`config.mk`:
```
export PLATFORM = sky130hd
export DESIGN_NAME = wwdg_top
export DESIGN_NICKNAME = d
export VERILOG_FILES = /design/src/rtl/wwdg_pkg.sv /design/src/rtl/wwdg_cfg.sv /design/src/rtl/wwdg_prescaler.sv /design/src/rtl/wwdg_core.sv /design/src/rtl/wwdg_top.sv
export SDC_FILE = /design/constraint.sdc
export NUM_CORES = 1
export LEC_CHECK = 0
export BUFFER_PORTS_ARGS = -buffer_cell sky130_fd_sc_hd__buf_2
export CAP_MARGIN = 10
export CORE_MARGIN = 1.5
export CORE_UTILIZATION = 40
export CTS_BUF_LIST = sky130_fd_sc_hd__clkbuf_16
export DETAILED_ROUTE_END_ITERATION = 7
export SYNTH_ARGS = -nofsm -noshare
export SYNTH_HDL_FRONTEND = slang
export SYNTH_SLANG_ARGS = --single-unit
```
`constraint.sdc`:
```
create_clock -name clk -period 2.2 [get_ports clk]
set_input_delay 0.33 -clock clk [delete_from_list [all_inputs] [get_ports clk]]
set_output_delay 0.33 -clock clk [all_outputs]
set_load 0.005 [all_outputs]
```
`src/rtl/wwdg_pkg.sv`:
```
package wwdg_pkg;

  localparam int DIV_SEL_W = 2;

  typedef enum logic [DIV_SEL_W-1:0] {
    WWDG_DIV1 = 2'd0,
    WWDG_DIV2 = 2'd1,
    WWDG_DIV4 = 2'd2,
    WWDG_DIV8 = 2'd3
  } wwdg_div_e;

  typedef enum logic [1:0] {
    FIRE_NONE    = 2'd0,
    FIRE_TIMEOUT = 2'd1,
    FIRE_EARLY   = 2'd2,
    FIRE_LOWLOAD = 2'd3
  } wwdg_fire_e;

  localparam int SUB_W = 3;

  function automatic logic [SUB_W-1:0] div_mask(input wwdg_div_e sel);
    logic [SUB_W-1:0] m;
    case (sel)
      WWDG_DIV1: m = 3'b000;
      WWDG_DIV2: m = 3'b001;
      WWDG_DIV4: m = 3'b011;
      default:   m = 3'b111;
    endcase
    return m;
  endfunction

endpackage

```
`src/rtl/wwdg_cfg.sv`:
```
module wwdg_cfg
  import wwdg_pkg::*;
#(
  parameter int CNT_W = 7
) (
  input  logic             clk,
  input  logic             rst_n,
  input  logic             cfg_we,
  input  logic [CNT_W-1:0] cfg_window,
  input  logic [1:0]       cfg_div_sel,
  input  logic             cfg_enable,
  output logic [CNT_W-1:0] win_q,
  output wwdg_div_e        div_q,
  output logic             act_q,
  output logic             arm_pulse
);

  localparam logic [CNT_W-1:0] WIN_RST = {CNT_W{1'b1}};

  assign arm_pulse = cfg_we & cfg_enable & ~act_q;

  always_ff @(posedge clk or negedge rst_n) begin
    if (!rst_n) begin
      win_q <= WIN_RST;
      div_q <= WWDG_DIV1;
      act_q <= 1'b0;
    end else if (cfg_we) begin
      win_q <= cfg_window;
      div_q <= wwdg_div_e'(cfg_div_sel);
      act_q <= act_q | cfg_enable;
    end
  end

endmodule

```
`src/rtl/wwdg_prescaler.sv`:
```
module wwdg_prescaler
  import wwdg_pkg::*;
#(
  parameter int FIX_DIV = 4096
) (
  input  logic      clk,
  input  logic      rst_n,
  input  logic      run,
  input  logic      restart,
  input  wwdg_div_e div_sel,
  output logic      tick
);

  localparam int BW = (FIX_DIV > 2) ? $clog2(FIX_DIV) : 1;
  localparam logic [BW-1:0] BASE_LAST = BW'(FIX_DIV - 1);

  logic [BW-1:0]    base_q;
  logic [SUB_W-1:0] sub_q;
  logic             base_wrap;
  logic [SUB_W-1:0] mask;

  assign base_wrap = (base_q == BASE_LAST);
  assign mask      = div_mask(div_sel);
  assign tick      = run & base_wrap & ((sub_q & mask) == mask);

  always_ff @(posedge clk or negedge rst_n) begin
    if (!rst_n) begin
      base_q <= '0;
      sub_q  <= '0;
    end else if (restart || !run) begin
      base_q <= '0;
      sub_q  <= '0;
    end else if (base_wrap) begin
      base_q <= '0;
      sub_q  <= sub_q + 1'b1;
    end else begin
      base_q <= base_q + 1'b1;
    end
  end

endmodule

```
`src/rtl/wwdg_core.sv`:
```
module wwdg_core
  import wwdg_pkg::*;
#(
  parameter int CNT_W = 7
) (
  input  logic             clk,
  input  logic             rst_n,
  input  logic             por_n,
  input  logic             active,
  input  logic [CNT_W-1:0] window,
  input  logic             tick,
  input  logic             cnt_we,
  input  logic [CNT_W-1:0] cnt_wdata,
  output logic             load_ok,
  output logic [CNT_W-1:0] count,
  output logic             wdg_reset,
  output logic             early_warn,
  output logic             reset_cause
);

  localparam int MSB = CNT_W - 1;
  localparam logic [CNT_W-1:0] THR     = CNT_W'(1) << MSB;
  localparam logic [CNT_W-1:0] WARN_AT = THR + CNT_W'(1);
  localparam logic [CNT_W-1:0] CNT_RST = {CNT_W{1'b1}};

  logic       bad_early, bad_low, dec, timeout;
  wwdg_fire_e fire;

  assign bad_early = active & cnt_we & (count > window);
  assign bad_low   = active & cnt_we & ~cnt_wdata[MSB];
  assign load_ok   = cnt_we & ~bad_early & ~bad_low;
  assign dec       = active & tick & ~cnt_we;
  assign timeout   = dec & (count == THR);

  always_comb begin
    fire = FIRE_NONE;
    if (!wdg_reset) begin
      if (bad_early)    fire = FIRE_EARLY;
      else if (bad_low) fire = FIRE_LOWLOAD;
      else if (timeout) fire = FIRE_TIMEOUT;
    end
  end

  always_ff @(posedge clk or negedge rst_n) begin
    if (!rst_n) begin
      count      <= CNT_RST;
      wdg_reset  <= 1'b0;
      early_warn <= 1'b0;
    end else begin
      wdg_reset <= (fire != FIRE_NONE);
      if (load_ok)  count <= cnt_wdata;
      else if (dec) count <= count - 1'b1;
      if (dec && count == WARN_AT)   early_warn <= 1'b1;
      else if (load_ok && active)    early_warn <= 1'b0;
    end
  end

  always_ff @(posedge clk or negedge por_n) begin
    if (!por_n)                 reset_cause <= 1'b0;
    else if (fire != FIRE_NONE) reset_cause <= 1'b1;
  end

endmodule

```
`src/rtl/wwdg_top.sv`:
```
module wwdg_top
  import wwdg_pkg::*;
#(
  parameter int CNT_W   = 7,
  parameter int FIX_DIV = 4096
) (
  input  logic             clk,
  input  logic             rst_n,
  input  logic             por_n,
  input  logic             cfg_we,
  input  logic [CNT_W-1:0] cfg_window,
  input  logic [1:0]       cfg_div_sel,
  input  logic             cfg_enable,
  input  logic             cnt_we,
  input  logic [CNT_W-1:0] cnt_wdata,
  output logic             wdg_reset,
  output logic             reset_cause,
  output logic             early_warn,
  output logic [CNT_W-1:0] count
);

  logic             sys_rst_n;
  logic [CNT_W-1:0] win_q;
  wwdg_div_e        div_q;
  logic             act_q, arm_pulse, tick, load_ok;

  assign sys_rst_n = rst_n & por_n;

  wwdg_cfg #(.CNT_W(CNT_W)) u_cfg (
    .clk(clk), .rst_n(sys_rst_n), .cfg_we(cfg_we), .cfg_window(cfg_window),
    .cfg_div_sel(cfg_div_sel), .cfg_enable(cfg_enable),
    .win_q(win_q), .div_q(div_q), .act_q(act_q), .arm_pulse(arm_pulse)
  );

  wwdg_prescaler #(.FIX_DIV(FIX_DIV)) u_pre (
    .clk(clk), .rst_n(sys_rst_n), .run(act_q),
    .restart(arm_pulse | load_ok), .div_sel(div_q), .tick(tick)
  );

  wwdg_core #(.CNT_W(CNT_W)) u_core (
    .clk(clk), .rst_n(sys_rst_n), .por_n(por_n), .active(act_q),
    .window(win_q), .tick(tick), .cnt_we(cnt_we), .cnt_wdata(cnt_wdata),
    .load_ok(load_ok), .count(count), .wdg_reset(wdg_reset),
    .early_warn(early_warn), .reset_cause(reset_cause)
  );

endmodule

```
Yosys cells after proc, flatten, opt, wreduce, memory -nomap -nowiden --
Cells that the tools add are included.
Cells by class: multiplexer cells 13, magnitude comparators 1, reduce and logical (&&, ||, !) cells 9, $add $sub $neg 3, bitwise gates (word level) 21, equality and inequality tests 6
Operators by type and width (count):
- 2-to-1 mux 12 bit | 2
- == test 7 bit, second input constant | 2
- 2-to-1 mux 7 bit | 2
- AND 1 bit | 13
- adder 12 x 1 -> 12 bit, second input constant | 1
- == test 12 bit, second input constant | 1
- case mux 3 bit (3 select lines) | 1
- nonzero test 2 bit | 4
- greater-than comparator 7 bit | 1
- subtractor 7 x 1 -> 7 bit, second input constant | 1
- 2-to-1 mux 2 bit | 3
- 2-to-1 mux 3 bit | 2
- inverter 1 bit | 5
- adder 3 x 1 -> 3 bit, second input constant | 1
- AND 3 bit | 1
- == test 3 bit | 1
- 2-to-1 mux 1 bit | 3
- == test 2 x 1 -> 1 bit, second input constant | 1
- == test 2 bit, second input constant | 1
- logical AND 1 bit | 2
- zero test 2 bit | 1
- OR 1 bit | 2
- zero test 1 bit | 1
- logical OR 1 bit | 1
Storage, ports and cells: output and inout port bits 10, flip-flop bits (word level) 35, word-level logic and storage cells 62, input port bits 22

Depth between registers and ports, before layout --
Gate-level depths: netlist of the first run.
depth after elaboration 13, mapped depth 10, gate-level depth less buffers 9

Cells and area by module --
Synthesis of the first run repeated with hierarchy kept, for this count alone.
Second synthesis, totals: cells, all modules 198, area total of the unflattened synthesis 2209.6 um2
By module, submodules not included:
- wwdg_prescaler | seq. area each 375.4 um2, cells each 87, times used 1, area an instance 890.9 um2
- wwdg_core | seq. area each 259.0 um2, cells each 87, times used 1, area an instance 885.8 um2
- wwdg_cfg | seq. area each 259.0 um2, cells each 22, times used 1, area an instance 420.4 um2
- wwdg_top | seq. area each 0.0 um2, cells each 2, times used 1, area an instance 12.5 um2

Least setup slack after synthesis of the first run --
OpenSTA, ideal clock, no wires.
kind register -> register, start register u_cfg.win_q[1], end register u_pre.base_q[10], setup slack -21 ps, library setup time 132 ps, period minus slack after synthesis 2221 ps, cell stages (with the launch flop) 11, data required time 2068 ps, buffers on the path 1, arrival time 2089 ps, path through dfstp_2 > inv_1 > ha_1 > nor2b_1 > o21a_1 > o21bai_1 > a31oi_1 > or3_1 > nand3b_1 > clkbuf_1 > nor2_1
On the way: longest elaborated chain between the ends 8
RTL lines:
- start: declaration | RTL line wwdg_cfg.sv:12 | output logic [CNT_W-1:0] win_q,
- start signal: assignment | RTL line wwdg_cfg.sv:28 | win_q <= cfg_window;
- greater-than comparator 7 bit | RTL line wwdg_core.sv:29 | assign bad_early = active & cnt_we & (count > window);
- AND 1 bit | RTL line wwdg_core.sv:29
- inverter 1 bit | RTL line wwdg_core.sv:31 | assign load_ok = cnt_we & ~bad_early & ~bad_low;
- AND 1 bit (2 in series) | RTL line wwdg_core.sv:31
- OR 1 bit | RTL line wwdg_top.sv:37 | .restart(arm_pulse | load_ok), .div_sel(div_q), .tick(tick)
- logical OR 1 bit | RTL line wwdg_prescaler.sv:30 | end else if (restart || !run) begin
- 2-to-1 mux 12 bit | RTL line wwdg_prescaler.sv:30
- end signal: assignment | RTL line wwdg_prescaler.sv:37 | base_q <= base_q + 1'b1;
- end: declaration | RTL line wwdg_prescaler.sv:17 | logic [BW-1:0] base_q;
Every way passes these cells. A chain may end at the register's enable or synchronous reset.

Worst setup path after layout of the first run --
start register u_cfg.win_q[1], end register u_core.reset_cause
On the way: longest elaborated chain between the ends 5
RTL lines:
- greater-than comparator 7 bit | RTL line wwdg_core.sv:29
- AND 1 bit | RTL line wwdg_core.sv:29
- 2-to-1 mux 2 bit | RTL line wwdg_core.sv:38 | if (bad_early) fire = FIRE_EARLY;
- 2-to-1 mux 2 bit | RTL line wwdg_core.sv:37 | if (!wdg_reset) begin
- nonzero test 2 bit | RTL line wwdg_core.sv:60 | else if (fire != FIRE_NONE) reset_cause <= 1'b1;
- end signal: assignment | RTL line wwdg_core.sv:59 | if (!por_n) reset_cause <= 1'b0;
- end signal: assignment | RTL line wwdg_core.sv:60
- end: declaration | RTL line wwdg_core.sv:18 | output logic reset_cause
Every way passes these cells.

==> results_dict.tcl, run 1 <==
set metrics [dict create \
    status "complete, but fails checks" \
    violations "negative setup slack" \
    arrival_ps 2380 \
    clkLatencyLatePin_ps 280 \
    powerDensity_nw_per_um2 991.0 \
    row_count 24 \
    die_area_um2 5079 \
    fin_total_pwr_mw 2.363 \
    ir_drop_mv 0.5693 \
    synth_fp_nets 219 \
    root_buffer "clkbuf_16" \
    clk_pin_slew_ps 50 \
    viasPerCell 4.917 \
    setup-violations-final 1 \
    hold_class "input port to register" \
    first_pass_iters 4 \
    core_um2 4414 \
    hpwlAfterDp_um 2766 \
    cts-htree-levels 2 \
    synth_area_um2 1864 \
    worst_slack_ps -25.60 \
    place_ws_ps 59.14 \
    antenna_found_initial 0 \
    dpl-instance-area_um2 2166 \
    synth_area_leaders "dfrtp_1 28%, dfstp_2 20%, ha_1 7.4%" \
    slew_headroom_pct 71.07 \
    die_h_um 71.27 \
    crit_path_end_kind "register" \
    synth_flop_cell "dfrtp_1" \
    final_antenna_net_count 0 \
    clk_path_buf_depth 2 \
    syn_avg_cell_area_um2 10.02 \
    ys_types 39 \
    async_flop_share_pct 100.0 \
    numCtsBuffers 5 \
    instances_no_fill 288 \
    fin_nets 268 \
    grtUsageTotal_pct 15.82 \
    ios 32 \
    syn_to_final_growth_pct 27.92 \
    diodes 0 \
    crit_type "register to register" \
    seq_area_frac_synth_pct 47.92 \
    holdWs_ps 265.7 \
    place.gp.congestion 0.7555 \
    fin_crit_ps 2226 \
    synth_top_area_share_pct 28.19 \
    rsz0062_at_grt "yes" \
    tritoncts "yes" \
    ys_ff_latch 35 \
    slew_violations 0 \
    fmax_mhz 449.3 \
    grt_pass1_vias 1342 \
    maxCapViolCount 0 \
    synth_common_cells "23 x nor2_1, 21 x dfrtp_1, 21 x nand2_1" \
    setup_tns_ps -25.60 \
    hold_viol 0 \
    grt.overflow.total 0 \
    grt_first_pass_wirelength_um 6292 \
    finish.utilization_pct 54.02 \
    cts_sinks 35 \
    final_area_um2 2385 \
    finClkSkew_ps 8.281 \
    vias 1416 \
    fin_crit_sh_pct 101.2 \
    required_ps 2350 \
    ys_warn_count 0 \
    drtIter0Drc 121 \
    wl_per_cell_um 13.35 \
    dp.cells 275 \
    io_buffers 31 \
    synth_edf_count 0 \
    synth.most_common_cell "nor2_1" \
    crit_fanout 3 \
    postSynthCellCount 186 \
    critPathLaunchType "register" \
    p_leak_nw 1.121 \
    die_x_um 71.27 \
    grt_max_degree 27 \
    drive_gt1_share_pct 35.59 \
    start_util_pct 42.23 \
    route.detailed.drc 0 \
    synth_area_leader_cell "dfrtp_1" \
    drt_wl_total_um 3844 \
    tightest_slew_ps 433.9 \
]
-- area by class of cell --
cell class                      count  area, um^2
Fill cell                         394        2029
Inverter                           13       48.80
Tap cell                           52       65.06
Clock buffer                        5       125.1
Clock inverter                      3       12.51
Sequential cell                    35       893.4
Timing Repair Buffer               47       302.8
Multi-Input combinational cell    133       937.1
-- cell usage in the layout, fill, tap and decap left out, types with 2 or more instances in the layout --
master / n
nor2_1: 23
o21ai_0: 14
buf_12: 2
nand2_1: 21
and4_4: 3
ha_1: 9
ha_4: 2
nand4_1: 2
xor2_1: 9
inv_1: 13
nand4b_1: 2
nand3_1: 8
buf_2: 31
xnor2_1: 7
clkbuf_16: 5
dfrtp_1: 21
mux2_2: 4
a21oi_1: 4
o211ai_1: 2
nand3b_1: 3
dfstp_2: 14
buf_4: 13
-- state kept, by name, summed over array words and instances (netlist names), 2 cells and up --
name	cells
u_cfg.div_q	2
u_cfg.win_q	7
u_core.count	7
u_pre.base_q	12
u_pre.sub_q	3
-- path summary, 6_finish.rpt --
kind	startpoint	end	slack (ps)	cells after the start
max	u_cfg.win_q[1]$_DFFE_PN1P_	u_core.reset_cause$_DFFE_PN0P_	-30	10
min	cnt_wdata[3]	u_core.count[3]$_DFFE_PN1P_	270	3
max reg2reg	u_cfg.win_q[1]$_DFFE_PN1P_	u_core.reset_cause$_DFFE_PN0P_	-30	10
min reg2reg	u_core.wdg_reset$_DFF_PN0_	u_core.wdg_reset$_DFF_PN0_	440	1
max in group asynchronous	por_n	u_cfg.win_q[2]$_DFFE_PN1P_	990	4
min in group asynchronous	por_n	u_core.reset_cause$_DFFE_PN0P_	370	2
-- layer usage --
metal	track usage, %	wire (um)	part of all wire [%]
met2	22.43	1694	44
met1	23.86	1978	51
met4	3.145	14	0.36
met5	0	0	0
met3	5.063	157	4.1
-- timing repair --
| action | in CTS | in global routing |
|---|---|---|
| buffers inserted | 0 | 4 |
| hold buffers | 1 | 0 |
| gates resized for setup | 0 | 10 |
| endpoints found under the setup margin | 0 | 20 |
| hold endpoints to repair | 1 | 0 |
-- cells by family (layout without fill, tap and decap cells) --
family | after synthesis | count (layout) | share of synthesized area (%)
adder cells (fa/ha/maj) | 11 | 11 | 7.382
AO/OA/AOI/OAI | 29 | 29 | 10.40
AND/OR/NAND/NOR | 72 | 72 | 19.80
multiplexers | 5 | 5 | 2.953
flip-flops | 35 | 35 | 47.92
XOR/XNOR | 16 | 16 | 7.517
buffers and inverters | 18 | 68 | 4.027
-- report_power, final --
part	leakage, nW	switching [mW]	internal [mW]	total, mW
combinational	0.631	0.337	0.383	0.720
sequential	0.418	0.166	0.829	0.994
clock	0.0724	0.241	0.408	0.649
-- critical path: stages (launching register included) --
cell and delay, ps:
dfstp_2 520, inv_2 40, ha_4 230, nor2b_4 120
o21a_1 180, o21bai_1 170, a31oi_2 130, buf_4 160
o211ai_1 240, a21oi_2 90, or2_1 230
Note: power is estimated with default switching activity, not from simulation.
==> inputs of run 2 (changes only) <==
--- a/config.mk
+++ b/config.mk
@@ -5,12 +5,13 @@
 export SDC_FILE = /design/constraint.sdc
 export NUM_CORES = 1
 export LEC_CHECK = 0
-export BUFFER_PORTS_ARGS = -buffer_cell sky130_fd_sc_hd__buf_2
 export CAP_MARGIN = 10
 export CORE_MARGIN = 1.5
 export CORE_UTILIZATION = 40
 export CTS_BUF_LIST = sky130_fd_sc_hd__clkbuf_16
+export CTS_CLUSTER_DIAMETER = 120
 export DETAILED_ROUTE_END_ITERATION = 7
+export DONT_BUFFER_PORTS = 1
 export SYNTH_ARGS = -nofsm -noshare
 export SYNTH_HDL_FRONTEND = slang
 export SYNTH_SLANG_ARGS = --single-unit
==> run 2 against run 1 <==
First-iteration DRC count decreased by 27%. Final cell count shrank 7.3%. The flow still finishes with violations (negative setup slack). Design area is 1.3% lower.
==> results_dict.tcl, run 2 (synthesis results as in run 1) <==
set metrics [dict create \
    status "complete, but fails checks" \
    violations "negative setup slack" \
    die_x_um 71.27 \
    grt_max_degree 35 \
    holdWs_ps 100.2 \
    required_ps 2370 \
    place.gp.congestion 0.7679 \
    layout_common_cells "22 x buf_4, 21 x nand2_1, 21 x dfrtp_1" \
    critPathLaunchType "register" \
    syn_to_final_growth_pct 26.24 \
    first_pass_iters 5 \
    die_h_um 71.27 \
    fin_total_pwr_mw 2.551 \
    reg_top3 "u_pre.base_q x12, u_cfg.win_q x7, u_core.count x7" \
    clk_pin_slew_ps 50 \
    start_util_pct 42.23 \
    antenna_found_initial 0 \
    tightest_slew_ps 437.9 \
    grt_first_pass_wirelength_um 6423 \
    drive_gt1_share_pct 36.28 \
    hpwlAfterDp_um 2987 \
    ir_drop_mv 0.6355 \
    finish.utilization_pct 53.32 \
    hold_class "input port to asynchronous set/reset pin" \
    slew_headroom_pct 70.81 \
    powerDensity_nw_per_um2 1084 \
    cts_sinks 35 \
    drt_wl_total_um 4159 \
    fmax_mhz 450.6 \
    r2r_start "u_cfg.win_q[1]$_DFFE_PN1P_" \
    row_count 24 \
    largest_reg_flops 12 \
    worst_slack_ps -19.05 \
    finClkSkew_ps 4.404 \
    root_buffer "clkbuf_16" \
    io_buffers 0 \
    final_common_cell "buf_4" \
    clk_path_buf_depth 2 \
    vias 1420 \
    fin_crit_ps 2219 \
    die_area_um2 5079 \
    place_ws_ps 20.58 \
    final_antenna_net_count 0 \
    fin_nets 247 \
    setup-violations-final 7 \
    p_leak_nw 1.039 \
    core_um2 4414 \
    hold_viol 0 \
    dpl-instance-area_um2 2001 \
    final_area_um2 2354 \
    tritoncts "yes" \
    arrival_ps 2390 \
    numCtsBuffers 5 \
    clkLatencyLatePin_ps 280 \
    crit_type "register to register" \
    maxCapViolCount 0 \
    slew_violations 0 \
    ios 32 \
    top_register "u_pre.base_q" \
    fin_crit_sh_pct 100.9 \
    r2r_end "u_pre.base_q[6]$_DFF_PN0_" \
    wl_per_cell_um 15.58 \
    r2r_setup_slack_ps -20 \
    cts-htree-levels 2 \
    r2r_cells 10 \
    grt.overflow.total 0 \
    crit_path_end_kind "register" \
    diodes 0 \
    grtUsageTotal_pct 16.81 \
    grt_pass1_vias 1320 \
    drtIter0Drc 88 \
    route.detailed.drc 0 \
    rsz0062_at_grt "yes" \
    viasPerCell 5.318 \
    crit_fanout 6 \
]
## run 2: worst max path at each step
stage / start / end / slack (ps) / cells past startpoint
CTS: u_cfg.win_q[1]$_DFFE_PN1P_ / u_pre.base_q[11]$_DFF_PN0_ / 30 / 10
finish: u_cfg.win_q[1]$_DFFE_PN1P_ / u_pre.base_q[6]$_DFF_PN0_ / -20 / 10
global route: u_cfg.win_q[1]$_DFFE_PN1P_ / u_pre.base_q[7]$_DFF_PN0_ / -110 / 10
global placement: u_cfg.win_q[1]$_DFFE_PN1P_ / u_pre.base_q[11]$_DFF_PN0_ / 90 / 10
floorplan: u_cfg.win_q[1]$_DFFE_PN1P_ / u_pre.base_q[10]$_DFF_PN0_ / 90 / 10
detailed placement: u_cfg.win_q[1]$_DFFE_PN1P_ / u_core.reset_cause$_DFFE_PN0P_ / 20 / 10
## run 2: metrics by stage
step | setup TNS (ps) | instances
after floorplan | 0 | 186
after global placement | 0 | 246
after detailed placement | 0 | 246
after CTS | 0 | 256
after global routing | -1380 | 267
final | -86.23 | 267
## run 2: area by class of cell
| type | count | area, um^2 |
|---|---|---|
| timing repair buffer | 26 | 209.0 |
| inverter | 13 | 48.80 |
| sequential | 35 | 893.4 |
| tap | 52 | 65.06 |
| multi-input combinational | 133 | 973.4 |
| clock buffer | 5 | 125.1 |
| clock inverter | 3 | 38.79 |
| fill | 383 | 2061 |
## run 2: power breakdown
group | internal [mW] | leakage, nW | total (mW) | switching (mW)
Sequential | 0.828 | 0.418 | 0.983 | 0.155
Clock | 0.527 | 0.0812 | 0.781 | 0.254
Combinational | 0.419 | 0.540 | 0.787 | 0.369
Total | 1.77 | 1.04 | 2.55 | 0.777
## run 2: what timing repair did
action | CTS | global route
buffers inserted | 2 | 11
setup endpoints to repair | 1 | 20
pin swaps | 6 | 14
hold endpoints to repair | 1 | 0
resized for setup | 3 | 24
hold buffers | 1 | 0
## run 2: layer usage
metal / up-vias / routed length, um / GRT usage, %
met5: - / 0 / 0
met4: 0 / 94 / 7.966
met3: 9 / 289 / 6.470
met2: 43 / 1999 / 24.28
met1: 679 / 1774 / 22.24
li1: 689 / - / -
## run 2: worst max-delay path: stages, from the launching register on
cell      delay (ps)
dfstp_2          530
inv_2             40
ha_4             210
nor2b_4          120
o21a_1           160
o21bai_1         160
a31oi_2          150
or3_4            380
nand3b_1         140
buf_6            160
nor2_1            50
==> inputs of run 3 (changes only) <==
--- a/config.mk
+++ b/config.mk
@@ -12,6 +12,7 @@
 export CTS_CLUSTER_DIAMETER = 120
 export DETAILED_ROUTE_END_ITERATION = 7
 export DONT_BUFFER_PORTS = 1
+export RECOVER_POWER = 100
 export SYNTH_ARGS = -nofsm -noshare
 export SYNTH_HDL_FRONTEND = slang
 export SYNTH_SLANG_ARGS = --single-unit
==> constraint.sdc (replaced) <==
create_clock -name clk -period 1.8 [get_ports clk]
set_input_delay 0.27 -clock clk [delete_from_list [all_inputs] [get_ports clk]]
set_output_delay 0.27 -clock clk [all_outputs]
set_load 0.005 [all_outputs]
==> run 3 against run 2 <==
Wire length grew 11%. Design area grew 6.6%. Global-route usage grew 2.0 points. Critical endpoint is now u_core.count[5]$_DFFE_PN1P_. Clock skew grew 4.0 ps. Final cell count grew 5.2%. Maximum frequency grew 1.4%. The flow still finishes with violations (negative setup slack). Clock power grew 4.6%. Setup slack lost 370 ps. Combinational power grew 60%. Flip-flop and latch count is the same.
==> results_dict.tcl, run 3 (synthesis results as in run 1) <==
set metrics [dict create \
    root_buffer "clkbuf_16" \
    finish.utilization_pct 56.83 \
    finClkSkew_ps 8.366 \
    tightest_slew_ps 872.7 \
    violations "negative setup slack" \
    hpwlAfterDp_um 3182 \
    status "complete, but fails checks" \
    drt_wl_total_um 4597 \
    tritoncts "yes" \
    p_leak_nw 1.124 \
    route.detailed.drc 0 \
    top_register "u_pre.base_q" \
    row_count 24 \
    cts-htree-levels 2 \
    dpl-instance-area_um2 2177 \
    maxCapViolCount 0 \
    critical-path-slowest-cell "dfstp_2" \
    wl_per_cell_um 16.36 \
    syn_to_final_growth_pct 34.56 \
    powerDensity_nw_per_um2 1266 \
    dp.cells 265 \
    largest_reg_flops 12 \
    slew_headroom_pct 41.82 \
    final_area_um2 2509 \
    place.gp.congestion 0.8593 \
    core_um2 4414 \
    reg_top3 "u_pre.base_q x12, u_cfg.win_q x7, u_core.count x7" \
    crit_start "u_cfg.win_q[6]$_DFFE_PN1P_" \
    r2r_end "u_core.count[5]$_DFFE_PN1P_" \
    n_fill_cell 381 \
    r2r_setup_slack_ps -390 \
    antenna_found_initial 0 \
    final_common_cell "buf_4" \
    r2r_start "u_cfg.win_q[6]$_DFFE_PN1P_" \
    ios 32 \
    drive_gt1_share_pct 41.05 \
    numCtsBuffers 5 \
    first_pass_iters 4 \
    grt.overflow.total 0 \
    critPathLaunchType "register" \
    cts_sinks 35 \
    slew_violations 0 \
    die_area_um2 5079 \
    grt_pass1_vias 1555 \
    crit_type "register to register" \
    holdWs_ps 49.48 \
    required_ps 1990 \
    die_x_um 71.27 \
    layout_common_cells "32 x buf_4, 21 x dfrtp_1, 20 x nand2_1" \
    endpoint "u_core.count[5]$_DFFE_PN1P_" \
    fin_crit_sh_pct 121.5 \
    start_util_pct 42.23 \
    clk_path_buf_depth 2 \
    regArea_um2 893.4 \
    critical_path.max_stage_delay_ps 520 \
    worstPathCellList "inv_1 -> ha_4 -> nand4_1 -> o21bai_4 -> a31oi_4 -> buf_4 -> a21oi_4 -> buf_6 -> buf_12 -> nand2_1 -> o211ai_1" \
    final_antenna_net_count 0 \
    clk_pin_slew_ps 60 \
    die_h_um 71.27 \
    viasPerCell 5.338 \
    grt_first_pass_wirelength_um 7389 \
    grt_max_degree 35 \
    vias 1500 \
    clkLatencyLatePin_ps 280 \
    fin_crit_ps 2188 \
    ir_drop_mv 0.5798 \
    fin_nets 261 \
    crit_fanout 5 \
    crit_path_end_kind "register" \
    setup-violations-final 25 \
    grtUsageTotal_pct 18.85 \
    arrival_ps 2380 \
    multiInputGateArea_um2 1020 \
    io_buffers 0 \
    instances_no_fill 281 \
    fmax_mhz 457.1 \
    diodes 0 \
    drtIter0Drc 120 \
    hold_class "input port to register" \
    r2r_cells 11 \
    worst_slack_ps -387.8 \
    rsz0062_at_grt "yes" \
    hold_viol 0 \
]
run 3: cell count changes in the layout (fill, tap and decap cells not counted), moves of 2 or more:
cell / delta
ha_1: -2
nor2_1: +2
o21ai_2: +4
o21ai_0: -5
buf_4: +10
run 3: where the power goes:
| group | internal, mW | switching (mW) |
|---|---|---|
| sequential | 1.01 | 0.0958 |
| clock | 0.498 | 0.319 |
| combinational | 0.653 | 0.605 |
| total | 2.16 | 1.02 |
run 3: what timing repair did:
item,4_1_cts,5_1_grt
cloned,0,1
setup endpoints to repair,25,25
resized for setup,9,21
pin swaps,8,8
hold buffers,1,0
buffers inserted,3,3
endpoints found under the hold margin,1,0
run 3: cell type report:
class,count,share of cell area (%)
tap,52,2.594
multi-input combinational,133,40.65
timing repair buffer,40,13.77
clock inverter,3,0.4489
inverter,13,1.945
sequential,35,35.61
clock buffer,5,4.988
run 3: per-layer routing:
layer	GRT usage [%]	wire length (um)	up-vias
met1	24.84	2065	748
met5	0	0	-
met3	4.641	184	10
met4	7.547	76	0
met2	29.94	2271	32
li1	-	-	710
run 3: per-stage QoR:
stage	TNS [ps]	setup slack, ps	total power, mW
after CTS	-6867	-328.2	3.036
after global routing	-9256	-453.9	3.368
final	-7460	-387.8	3.175
after global placement	-5549	-270.2	2.058
after detailed placement	-6539	-308.0	2.108
after floorplan	-4015	-267.4	1.697
run 3: worst min path at each step:
stage               depth (start not counted)  startpoint                        endpoint
floorplan                                   0       por_n  u_core.reset_cause$_DFFE_PN0P_
global placement                            0       por_n  u_core.reset_cause$_DFFE_PN0P_
detailed placement                          0       por_n  u_core.reset_cause$_DFFE_PN0P_
CTS                                         1      cfg_we      u_cfg.win_q[6]$_DFFE_PN1P_
global route                                1      cfg_we      u_cfg.win_q[1]$_DFFE_PN1P_
finish                                      1      cfg_we      u_cfg.win_q[6]$_DFFE_PN1P_
run 3: worst max-delay path, delay by kind of cell, from the launching register on:
| family | cells | cell delay (ps) |
|---|---|---|
| AO/OA/AOI/OAI | 4 | 580 |
| adder cells (fa/ha/maj) | 1 | 290 |
| buffers and inverters | 4 | 520 |
| flip-flops | 1 | 520 |
| AND/OR/NAND/NOR | 2 | 190 |
